## src/rtl/abus_ctrl.sv

```systemverilog
module abus_ctrl #(
  parameter int AW = 16,
  parameter int DW = 16,
  parameter int CW = 4
) (
  input  logic          clk,
  input  logic          rst_n,
  input  logic [CW-1:0] cfg_setup,
  input  logic [CW-1:0] cfg_strobe,
  input  logic [CW-1:0] cfg_hold,
  input  logic          cfg_ce_ctl,
  input  logic          req_valid,
  output logic          req_ready,
  input  logic          req_write,
  input  logic [AW-1:0] req_addr,
  input  logic [DW-1:0] req_wdata,
  output logic          rsp_valid,
  output logic [DW-1:0] rsp_rdata,
  output logic          mem_ce_n,
  output logic          mem_we_n,
  output logic          mem_oe_n,
  output logic [AW-1:0] mem_addr,
  output logic [DW-1:0] mem_dq_out,
  output logic          mem_dq_oe,
  input  logic [DW-1:0] mem_dq_in
);
  typedef enum logic [1:0] {ST_IDLE, ST_SETUP, ST_STROBE, ST_HOLD} st_t;

  st_t           st, st_nx;
  logic [CW-1:0] cnt, cnt_nx, lim;
  logic          wr_q, cc_q, wr_nx, cc_nx;
  logic          accept, busy_nx, strb_nx, cap;

  assign req_ready = (st == ST_IDLE);
  assign accept    = req_ready && req_valid;
  assign wr_nx     = accept ? req_write  : wr_q;
  assign cc_nx     = accept ? cfg_ce_ctl : cc_q;
  assign lim       = (st == ST_SETUP) ? cfg_setup : (st == ST_STROBE) ? cfg_strobe : cfg_hold;
  assign cap       = (st == ST_STROBE) && (cnt == cfg_strobe) && !wr_q;

  always_comb begin
    st_nx  = st;
    cnt_nx = cnt;
    if (st == ST_IDLE) begin
      if (req_valid) begin
        st_nx  = ST_SETUP;
        cnt_nx = '0;
      end
    end else if (cnt == lim) begin
      cnt_nx = '0;
      case (st)
        ST_SETUP:  st_nx = ST_STROBE;
        ST_STROBE: st_nx = ST_HOLD;
        default:   st_nx = ST_IDLE;
      endcase
    end else begin
      cnt_nx = cnt + 1'b1;
    end
  end

  assign busy_nx = (st_nx != ST_IDLE);
  assign strb_nx = (st_nx == ST_STROBE);

  always_ff @(posedge clk or negedge rst_n) begin
    if (!rst_n) begin
      st         <= ST_IDLE;
      cnt        <= '0;
      wr_q       <= 1'b0;
      cc_q       <= 1'b0;
      mem_ce_n   <= 1'b1;
      mem_we_n   <= 1'b1;
      mem_oe_n   <= 1'b1;
      mem_dq_oe  <= 1'b0;
      mem_addr   <= '0;
      mem_dq_out <= '0;
      rsp_valid  <= 1'b0;
      rsp_rdata  <= '0;
    end else begin
      st        <= st_nx;
      cnt       <= cnt_nx;
      wr_q      <= wr_nx;
      cc_q      <= cc_nx;
      mem_ce_n  <= !(busy_nx && (!(wr_nx && cc_nx) || strb_nx));
      mem_we_n  <= !(busy_nx && wr_nx && (cc_nx || strb_nx));
      mem_oe_n  <= !(strb_nx && !wr_nx);
      mem_dq_oe <= busy_nx && wr_nx;
      rsp_valid <= cap;
      if (cap) rsp_rdata <= mem_dq_in;
      if (accept) begin
        mem_addr   <= req_addr;
        mem_dq_out <= req_wdata;
      end
    end
  end
endmodule


```

## config.mk

```make
export PLATFORM = sky130hd
export DESIGN_NAME = abus_ctrl
export DESIGN_NICKNAME = d
export VERILOG_FILES = /design/src/rtl/abus_ctrl.sv
export SDC_FILE = /design/constraint.sdc
export NUM_CORES = 1
export LEC_CHECK = 0
export BUFFER_PORTS_ARGS = -buffer_cell sky130_fd_sc_hd__buf_4
export CORE_ASPECT_RATIO = 1.75
export CORE_MARGIN = 8
export CORE_UTILIZATION = 25
export DETAILED_ROUTE_END_ITERATION = 10
export SKIP_CTS_REPAIR_TIMING = 1
export SLEW_MARGIN = 20
export SYNTH_ARGS = -nofsm -noshare
export SYNTH_HDL_FRONTEND = slang
export SYNTH_SLANG_ARGS = --single-unit
```

## constraint.sdc

```tcl
create_clock -name clk -period 4.8 [get_ports clk]
set_input_delay 0 -clock clk [delete_from_list [all_inputs] [get_ports clk]]
set_output_delay 0 -clock clk [all_outputs]
set_load 0.005 [all_outputs]
```

=== Word level (Yosys, flattened, before mapping) ===
Cells that the tools add are included.
Widths: inputs -> output; s select.

* Add/sub/neg operators: 1
* Multipliers: 0
* Div/mod/pow operators: 0
* $lt $le $gt $ge: 0
* Eq/ne operators: 6
* Shifts and indexed selects: 0
* Muxes and demuxes: 11
* Bitwise logic cells: 0
* Reductions and logical operators: 18

{| class="wikitable"
|+ Operators by type and width
! cell !! count
|-
| $mux 4 || 5
|-
| $eq 4x4->1 || 2
|-
| $logic_and 1x1->1 || 8
|-
| $logic_not 1->1 || 6
|-
| $mux 2 || 3
|-
| $add 4x1->4 const B || 1
|-
| $eq 2x2->1 const B || 2
|-
| $pmux 2 s2 || 1
|-
| $eq 2x1->1 const B || 1
|-
| $logic_not 2->1 || 1
|-
| $logic_or 1x1->1 || 2
|-
| $mux 1 || 2
|-
| $ne 2x2->1 const B || 1
|-
| $reduce_bool 2->1 || 1
|}

* Bits in registers: 61
* Bits in latches: 0
* RAM bits: 0
* Bits in read-only memories: 0
* Input bits: 65
* Output and inout bits: 54
* Logic and storage cells: 48
* Memories kept: 0

=== Longest topological paths before layout ===
Gate-level depths: netlist of the first run.

* Word-level depth: 10
* Gate-level depth with buffers: 9
* Gate-level depth less buffers: 7

=== Least setup slack after synthesis of the first run ===
OpenSTA, ideal clock, no wires.

* Path kind: register -> register
* Start point: reg st[0]
* End point: reg mem_we_n
* Setup time: 0.090 ns
* Arrival: 1.787 ns
* Required time: 4.710 ns
* Slack: 2.923 ns
* Stages on the path, launching flop included: 9
* Buffers on the path: 1
* Clock period less this slack: 1.877 ns
* Cells stage by stage: dfrtp_1 -> inv_1 -> ha_1 -> buf_6 -> mux2i_1 -> a211o_1 -> and4_1 -> a221oi_2 -> o21ai_1

* Cells in the longest elaborated chain, start to end: 10
* Elaborated cells on any way between the ends: 19
* Classes of those cells: eq/ne: 4; mux: 8; reduce/logical: 7

{| class="wikitable"
|+ Ends and longest elaborated chain
! item !! RTL line !! source
|-
| start: declaration || 29 || <nowiki>st_t st, st_nx;</nowiki>
|-
| start signal: assignment || 79 || <nowiki>st <= st_nx;</nowiki>
|-
| $eq 2x2->1 || 38, 51 ||
|-
| $mux 4 (2 in a row) || 38 || <nowiki>assign lim = (st == ST_SETUP) ? cfg_setup : (st == ST_STROBE) ? cfg_strobe : cfg_hold;</nowiki>
|-
| $eq 4x4->1 || 49 || <nowiki>end else if (cnt == lim) begin</nowiki>
|-
| $mux 2 || 49 ||
|-
| $mux 2 || 44 || <nowiki>if (st == ST_IDLE) begin</nowiki>
|-
| $eq 2x2->1 or $reduce_bool 2->1 (tied branches) || 62, 61 ||
|-
| $logic_or 1x1->1 or $logic_and 1x1->1 (tied branches) || 84 || <nowiki>mem_we_n <= !(busy_nx && wr_nx && (cc_nx || strb_nx));</nowiki>
|-
| $logic_and 1x1->1 * || 84 ||
|-
| $logic_not 1->1 * || 84 ||
|-
| end signal: assignment || 84 ||
|-
| end: declaration || 20 || <nowiki>output logic mem_we_n,</nowiki>
|}

Mark *: on every way between the ends. The rest lies on a longest branch, timed or not.
A chain may end at the register's enable or synchronous reset.

=== Worst setup path after layout of the first run ===
* Start point: reg st[1]
* End point: reg mem_dq_oe

* Elaborated cells on any way between the ends: 14
* Classes of those cells: eq/ne: 3; mux: 7; reduce/logical: 4

{| class="wikitable"
|+ RTL lines
! item !! RTL line !! source
|-
| $logic_not 2->1 || 34 || <nowiki>assign req_ready = (st == ST_IDLE);</nowiki>
|-
| $logic_and 1x1->1 || 35 || <nowiki>assign accept = req_ready && req_valid;</nowiki>
|-
| $mux 1 || 36 || <nowiki>assign wr_nx = accept ? req_write : wr_q;</nowiki>
|-
| via wr_nx || 31 || <nowiki>logic wr_q, cc_q, wr_nx, cc_nx;</nowiki>
|-
| $logic_and 1x1->1 || 86 || <nowiki>mem_dq_oe <= busy_nx && wr_nx;</nowiki>
|-
| end signal: assignment || 86 ||
|-
| end: declaration || 24 || <nowiki>output logic mem_dq_oe,</nowiki>
|}

The timed path passes the listed nets, and every way through them passes these cells.

==> metrics.yaml, run 1 <==
run_status:
  status: "complete, no violations"
clocking:
  htree_num_levels: 3
  cts-root-buf: "clkbuf_16"
  cts_made_buffers: 9
  path_clk_slew_ns: 0.05
  cts.path.max_buffers: 2
  clock_latency_ns: 0.32
  cts_tree: "built"
  cts.sinks: 61
finish:
  final_cell_mix: "buf_4, dfrtp_1, dlygate4sd3_1, mux2_2, nand2_1"
  drive_gt1_frac: 0.4749
  final_nets: 462
  layout_commonest_cell: "buf_4"
  n_fill_cell: 1064
  regArea_sq_um: 1530
  syn_to_final_growth_pct: 65.84
  multi_input_area_sq_um: 1187
worst_setup_path:
  path_max_fanout: 37
  slowest_stage: "and2_2"
  path_delay_family: "simple AND/OR/NAND/NOR gates"
  r2r-end: "mem_dq_oe"
  worstSetupPathType: "reg -> reg"
  crit_start: "st[1]"
  start_kind: "register"
  r2r.worst_path.cells: 7
  crit_path_cell_trace: "inv_1 > ha_1 > and2_2 > nand2_1 > o21ai_0 > inv_1 > a311oi_2"
  critPathMostFrequentCell: "inv_1"
  reg2reg_slack_ns: 2.18
  arrival_ns: 2.85
  rr_startpoint: "st[1]"
  required_ns: 5.03
  worstSetupEndpointType: "register"
  critPathMaxStageDelay_ns: 0.80
  critPathBufInv: 2
drt:
  ant_nets: 0
  vias: 2417
  drc: 0
  firstDrtPassIters: 4
  drt-total-wl_um: 8698
  vias_per_cell: 4.552
  routedWlPerCell_um: 16.38
  initialDrtViolationCount: 65
timing:
  relSlewSlack: 0.4403
  period_needed_ns: 2.621
  drv_slew: 0
  finalHoldViolCount: 0
  setup_viol: 0
  rsz0062_at_grt: "false"
  whs_ns: 0.04682
  tightestPinTransition_ns: 0.8396
  fin_crit_sh: 0.5460
  max_freq_ghz: 0.3815
  tns_ns: 0
  skew_ns: 0.005293
pwr:
  leakage_uw: 0.002250
  vdd_drop_max_mv: 0.3009
  power_density_nw_per_um2: 587.9
logic_synthesis:
  ys_types: 40
  ys_seq_area_frac: 0.5412
  yosysWarningCount: 0
  syn_area_per_cell_sq_um: 12.68
  synth_area_sq_um: 2828
  syn_nets: 292
  synth_cells: 223
  ys_ff_latch: 61
global_routing:
  grt_use_total: 0.1085
  grt_pass1_vias: 2484
  antenna_found_initial: 0
  grt_pass1_wl_um: 12520
  grt_max_degree: 62
  grt_overflow: 0
floorplanning:
  die_h_um: 156.7
  fp-row-count: 51
  start_util: 0.2547
  design.core.area_sq_um: 11100
  ios: 119
  die_x_um: 96.40
  die_area_sq_um: 15100
worst_hold_path:
  holdPathStages: 3
  hold_path_class: "in -> reg"
  min_to: "cnt[1]"
  holdCritStartpoint: "req_valid"
place:
  port_buffers: 118
  dpl.hpwl_um: 6454
  place.gp.congestion: 0.8744
run:
  maxCapViolCount: 0
## power by group
group          total [uW]  internal [uW]  switching [uW]
registers             907            754             153
logic                1070            612             459
clock network         779            560             219
total                2760           1930             831
## registers in the layout (all words and copies together) (netlist names)
signal	cells
mem_addr	16
mem_dq_out	16
rsp_rdata	16
cnt	4
st	2
cc_q	1
mem_ce_n	1
mem_dq_oe	1
mem_oe_n	1
mem_we_n	1
rsp_valid	1
wr_q	1
## worst max path at each step
stage	endpoint	slack [ns]	cells past startpoint
after floorplan	mem_we_n	2.92	8
after detailed placement	mem_dq_oe	2.19	7
final	mem_dq_oe	2.18	7
after global placement	mem_dq_oe	2.28	7
after CTS	mem_dq_oe	2.19	7
after global routing	mem_oe_n	1.94	7
## per-stage QoR
step                cells    util  worst slack [ns]  power (uW)  instance area (sq um)
floorplan             223       -             2.923        1446                   2828
global placement      463  0.3435             2.275        1934                   3814
detailed placement    463  0.3435             2.186        1964                   3814
CTS                   479  0.3762             2.192        2758                   4177
global route          530  0.4221             1.939        2938                   4687
finish                531  0.4224             2.179        2757                   4690
## cell usage after synthesis
| cell type | count | area [sq um] |
|---|---|---|
| o21ai_0 | 8 | 40.04 |
| a21boi_0 | 1 | 7.510 |
| buf_4 | 2 | 15.01 |
| buf_6 | 2 | 22.52 |
| o311a_1 | 1 | 10.01 |
| inv_1 | 11 | 41.29 |
| dfrtp_1 | 58 | 1451 |
| mux2i_1 | 7 | 70.07 |
| mux2_2 | 39 | 439.2 |
| a211o_1 | 4 | 35.03 |
| o211ai_1 | 6 | 45.04 |
| mux2_4 | 9 | 135.1 |
| nand2b_1 | 1 | 6.260 |
| and4_1 | 2 | 17.52 |
| nand3b_1 | 1 | 7.510 |
| a311oi_2 | 1 | 15.01 |
| buf_2 | 5 | 25.02 |
| o31a_1 | 1 | 8.760 |
| nand2_2 | 1 | 6.260 |
| nand3_1 | 4 | 20.02 |
| a2111oi_0 | 1 | 8.760 |
| a21oi_1 | 5 | 25.02 |
| o2111ai_1 | 2 | 17.52 |
| clkbuf_1 | 1 | 3.750 |
| a222oi_1 | 1 | 10.01 |
| o22ai_1 | 1 | 6.260 |
| inv_2 | 1 | 3.750 |
| xor2_1 | 1 | 8.760 |
| dfstp_2 | 3 | 78.83 |
| o31ai_1 | 2 | 15.01 |
| nor2b_1 | 4 | 25.02 |
| ha_1 | 4 | 50.05 |
| and2_1 | 1 | 6.260 |
| o21ai_1 | 1 | 5.000 |
| nor2_1 | 5 | 18.77 |
| a221oi_2 | 1 | 15.01 |
| o21a_1 | 1 | 7.510 |
| nand4_1 | 2 | 12.51 |
| nand2_1 | 15 | 56.30 |
| nor3_1 | 7 | 35.03 |
## cells by family after synthesis
kind of cell    count (synthesis)  share of synthesized area
mux                            55                     0.2279
xor+xnor                        1                   0.003098
fa+ha+maj                       4                    0.01770
buf+inv                        22                    0.03937
compound gates                 37                    0.09601
flops                          61                     0.5412
simple gates                   43                    0.07478
## worst reg2reg max path, delay by kind of cell (launching register included)
family / cells / cell delay [ns]
buf+inv: 2 / 0.27
flops: 1 / 0.44
compound gates: 2 / 0.40
fa+ha+maj: 1 / 0.52
simple gates: 2 / 0.91
## layout make-up
type	instances	area share
clock inverter	6	0.02855
sequential	61	0.3263
clock buffer	10	0.04883
timing repair buffer	169	0.2978
inverter	12	0.009605
tap	132	0.03522
antenna	1	0.0005336
multi-input combinational	140	0.2532
## layer usage
| layer | wire [um] | global-route usage | vias up |
|---|---|---|---|
| met4 | 248 | 0.07112 | 0 |
| met5 | 0 | 0 | - |
| met3 | 500 | 0.02494 | 22 |
| met1 | 2793 | 0.09994 | 1162 |
| met2 | 5155 | 0.2012 | 92 |
| li1 | - | - | 1141 |
Note: power is estimated with default switching activity, not from simulation.
==> run 2: changes to the inputs <==
--- a/config.mk
+++ b/config.mk
@@ -5,6 +5,7 @@
 export SDC_FILE = /design/constraint.sdc
 export NUM_CORES = 1
 export LEC_CHECK = 0
+export ABC_AREA = 1
 export BUFFER_PORTS_ARGS = -buffer_cell sky130_fd_sc_hd__buf_4
 export CORE_ASPECT_RATIO = 1.75
 export CORE_MARGIN = 8
==> constraint.sdc (replaced) <==
create_clock -name clk -period 2.3 [get_ports clk]
set_input_delay 0 -clock clk [delete_from_list [all_inputs] [get_ports clk]]
set_output_delay 0 -clock clk [all_outputs]
set_load 0.005 [all_outputs]
==> run 2 against run 1 <==
Worst setup slack got worse by 1.9 ns. Worst hold slack got worse by 0.022 ns. Sequential share of layout area increased by 1.1 points. Utilization increased by 0.40 points. Cell count increased by 6.2%. Register-to-register slack got worse by 1.9 ns. Fmax increased by 30%. Via count decreased by 0.70%. Largest cell class unchanged.
==> metrics.yaml, run 2 <==
finish:
  finish.utilization: 0.4264
  layout_commonest_cell: "buf_4"
  drive_gt1_frac: 0.4434
  final_cell_mix: "buf_4, nand2_1, dfrtp_1, dlygate4sd3_1, mux2_2"
  final_nets: 497
  syn_to_final_growth_pct: 68.17
  largest_registers: "mem_addr x16, mem_dq_out x16, rsp_rdata x16"
  fin_area_sq_um: 4534
  n_fill_cell: 1033
logic_synthesis:
  synth_cells: 252
  yosysWarningCount: 0
  ys_seq_area_frac: 0.5675
  ys_top_cells_by_count: "nand2_1, dfrtp_1, mux2_2"
  synth-edff-count: 0
  ys_types: 27
  syn_area_per_cell_sq_um: 10.70
  netlist_top_cells_area: "dfrtp_1, mux2_2, nand2_1"
  synth_top_area_cell: "dfrtp_1"
  synthFlopType: "dfrtp_1"
  synth_area_sq_um: 2696
  async_flop_share: 1.000
  yosysMostFrequentCell: "nand2_1"
  synth_top_area_share: 0.5383
  ys_ff_latch: 61
  syn_nets: 321
pwr:
  vdd_drop_max_mv: 0.5913
  p_seq_frac: 0.343
  intPower_uw: 3679
  leakage_uw: 0.002309
  switching_share: 0.3232
  p_total_uw: 5436
  clkPwrFrac: 0.245
  power_density_nw_per_um2: 1199
  pwr-share-comb: 0.412
  p_sw_uw: 1757
global_routing:
  grt_max_degree: 62
  grt_use_total: 0.1103
  grt_overflow: 0
  grt_pass1_wl_um: 12320
  grt_pass1_vias: 2435
  antenna_found_initial: 0
worst_setup_path:
  arrival_ns: 2.27
  critPathMaxStageDelay_ns: 0.39
  required_ns: 2.56
  slowest_stage: "dfrtp_1"
  worstSetupPathType: "reg -> reg"
  start_kind: "register"
  critPathMostFrequentCell: "nand2_1"
  crit_path_cell_trace: "inv_1 > ha_1 > inv_2 > a2111oi_4 > nand2_2 > clkinv_2 > nand2_1 > nand2_1"
  critPathBufInv: 3
  path_max_fanout: 17
  path_delay_family: "buffers and inverters"
  reg2reg_slack_ns: 0.29
  worstSetupEndpointType: "register"
drt:
  routedWlPerCell_um: 14.47
  ant_nets: 0
  vias: 2400
  initialDrtViolationCount: 120
  drt-total-wl_um: 8163
  vias_per_cell: 4.255
  drc: 0
  firstDrtPassIters: 5
clocking:
  clock_latency_ns: 0.32
  cts_tree: "built"
  cts-root-buf: "clkbuf_16"
  cts.path.max_buffers: 2
  cts_made_buffers: 9
  cts.sinks: 61
  path_clk_slew_ns: 0.05
  htree_num_levels: 3
timing:
  fin_crit_sh: 0.8737
  drv_slew: 0
  setup_viol: 0
  tightestPinTransition_ns: 0.7840
  period_needed_ns: 2.009
  relSlewSlack: 0.4773
  skew_ns: 0.005718
  rsz0062_at_grt: "false"
  finalHoldViolCount: 0
  whs_ns: 0.02435
  tns_ns: 0
  max_freq_ghz: 0.4976
floorplanning:
  die_x_um: 94.51
  design.core.area_sq_um: 10640
  fp-row-count: 50
  die_area_sq_um: 14500
  die_h_um: 153.4
  start_util: 0.2535
  ios: 119
run_status:
  status: "complete, no violations"
place:
  placed_area_sq_um: 3732
  dpl.hpwl_um: 6061
  port_buffers: 118
  place.gp.congestion: 0.8804
worst_hold_path:
  hold_path_class: "in -> reg"
run:
  maxCapViolCount: 0
## run 2: cell types whose count changed after synthesis, moves of 5 or more
cell	change
nand2_1	+63
mux2_4	-9
nand3_1	+8
mux2_2	-7
mux2i_1	-7
nor3_1	-7
nand2_2	+6
nand3_2	+6
o211ai_1	-5
## run 2: cell type report
class	count	area [sq um]	share of cell area
Clock inverter	2	35.03	0.007726
Clock buffer	14	264.0	0.05822
Sequential cell	61	1530	0.3375
Timing Repair Buffer	170	1401	0.3090
Inverter	21	80.08	0.01766
Tap cell	130	162.7	0.03587
Multi-Input combinational cell	165	1059	0.2334
Antenna cell	1	2.502	0.0005519
## run 2: metrics by stage
stage	std cells	setup slack, ns
detailed placement	497	0.2640
floorplan	252	0.5786
CTS	513	0.2479
global route	563	0.08352
finish	564	0.2905
global placement	497	0.3963
## run 2: per-layer routing
layer  up-vias  GRT usage  routed length [um]
met3        13    0.03874                 527
met4         0    0.06138                 188
met1      1154    0.09675                2638
met5         -          0                   0
li1       1163          -                   -
met2        70     0.2054                4809
## run 2: power groups by stage
stage	clock network, uW	logic (uW)	registers, uW
finish	1330	2240	1860
CTS	1380	2210	1870
global route	1430	2460	1930
floorplan	0	1120	1860
detailed placement	0	2200	1880
global placement	0	2160	1860
## run 2: cells by family (layout without fill, tap and decap cells)
group / count (synthesis) / in the layout / share of synthesized area
xor+xnor: 2 / 2 / 0.006498
simple gates: 112 / 112 / 0.1940
other cells: 0 / 1 / 0
compound gates: 15 / 15 / 0.03991
fa+ha+maj: 4 / 4 / 0.01856
flops: 61 / 61 / 0.5675
mux: 32 / 32 / 0.1336
buf+inv: 26 / 207 / 0.03990
## run 2: final timing paths
kind,start,to,depth (start not counted)
max,st[0],rsp_rdata[2],8
min,req_valid,cnt[0],4
max reg2reg,st[0],rsp_rdata[2],8
min reg2reg,rsp_rdata[4],rsp_rdata[4],2
max in group asynchronous,rst_n,rsp_rdata[7],2
min in group asynchronous,rst_n,mem_addr[4],2
## run 2: tightest hold or removal path: stages
cell,delay [ns]
buf_4,0.10
nor2_1,0.07
nand2_1,0.05
o21ai_0,0.07
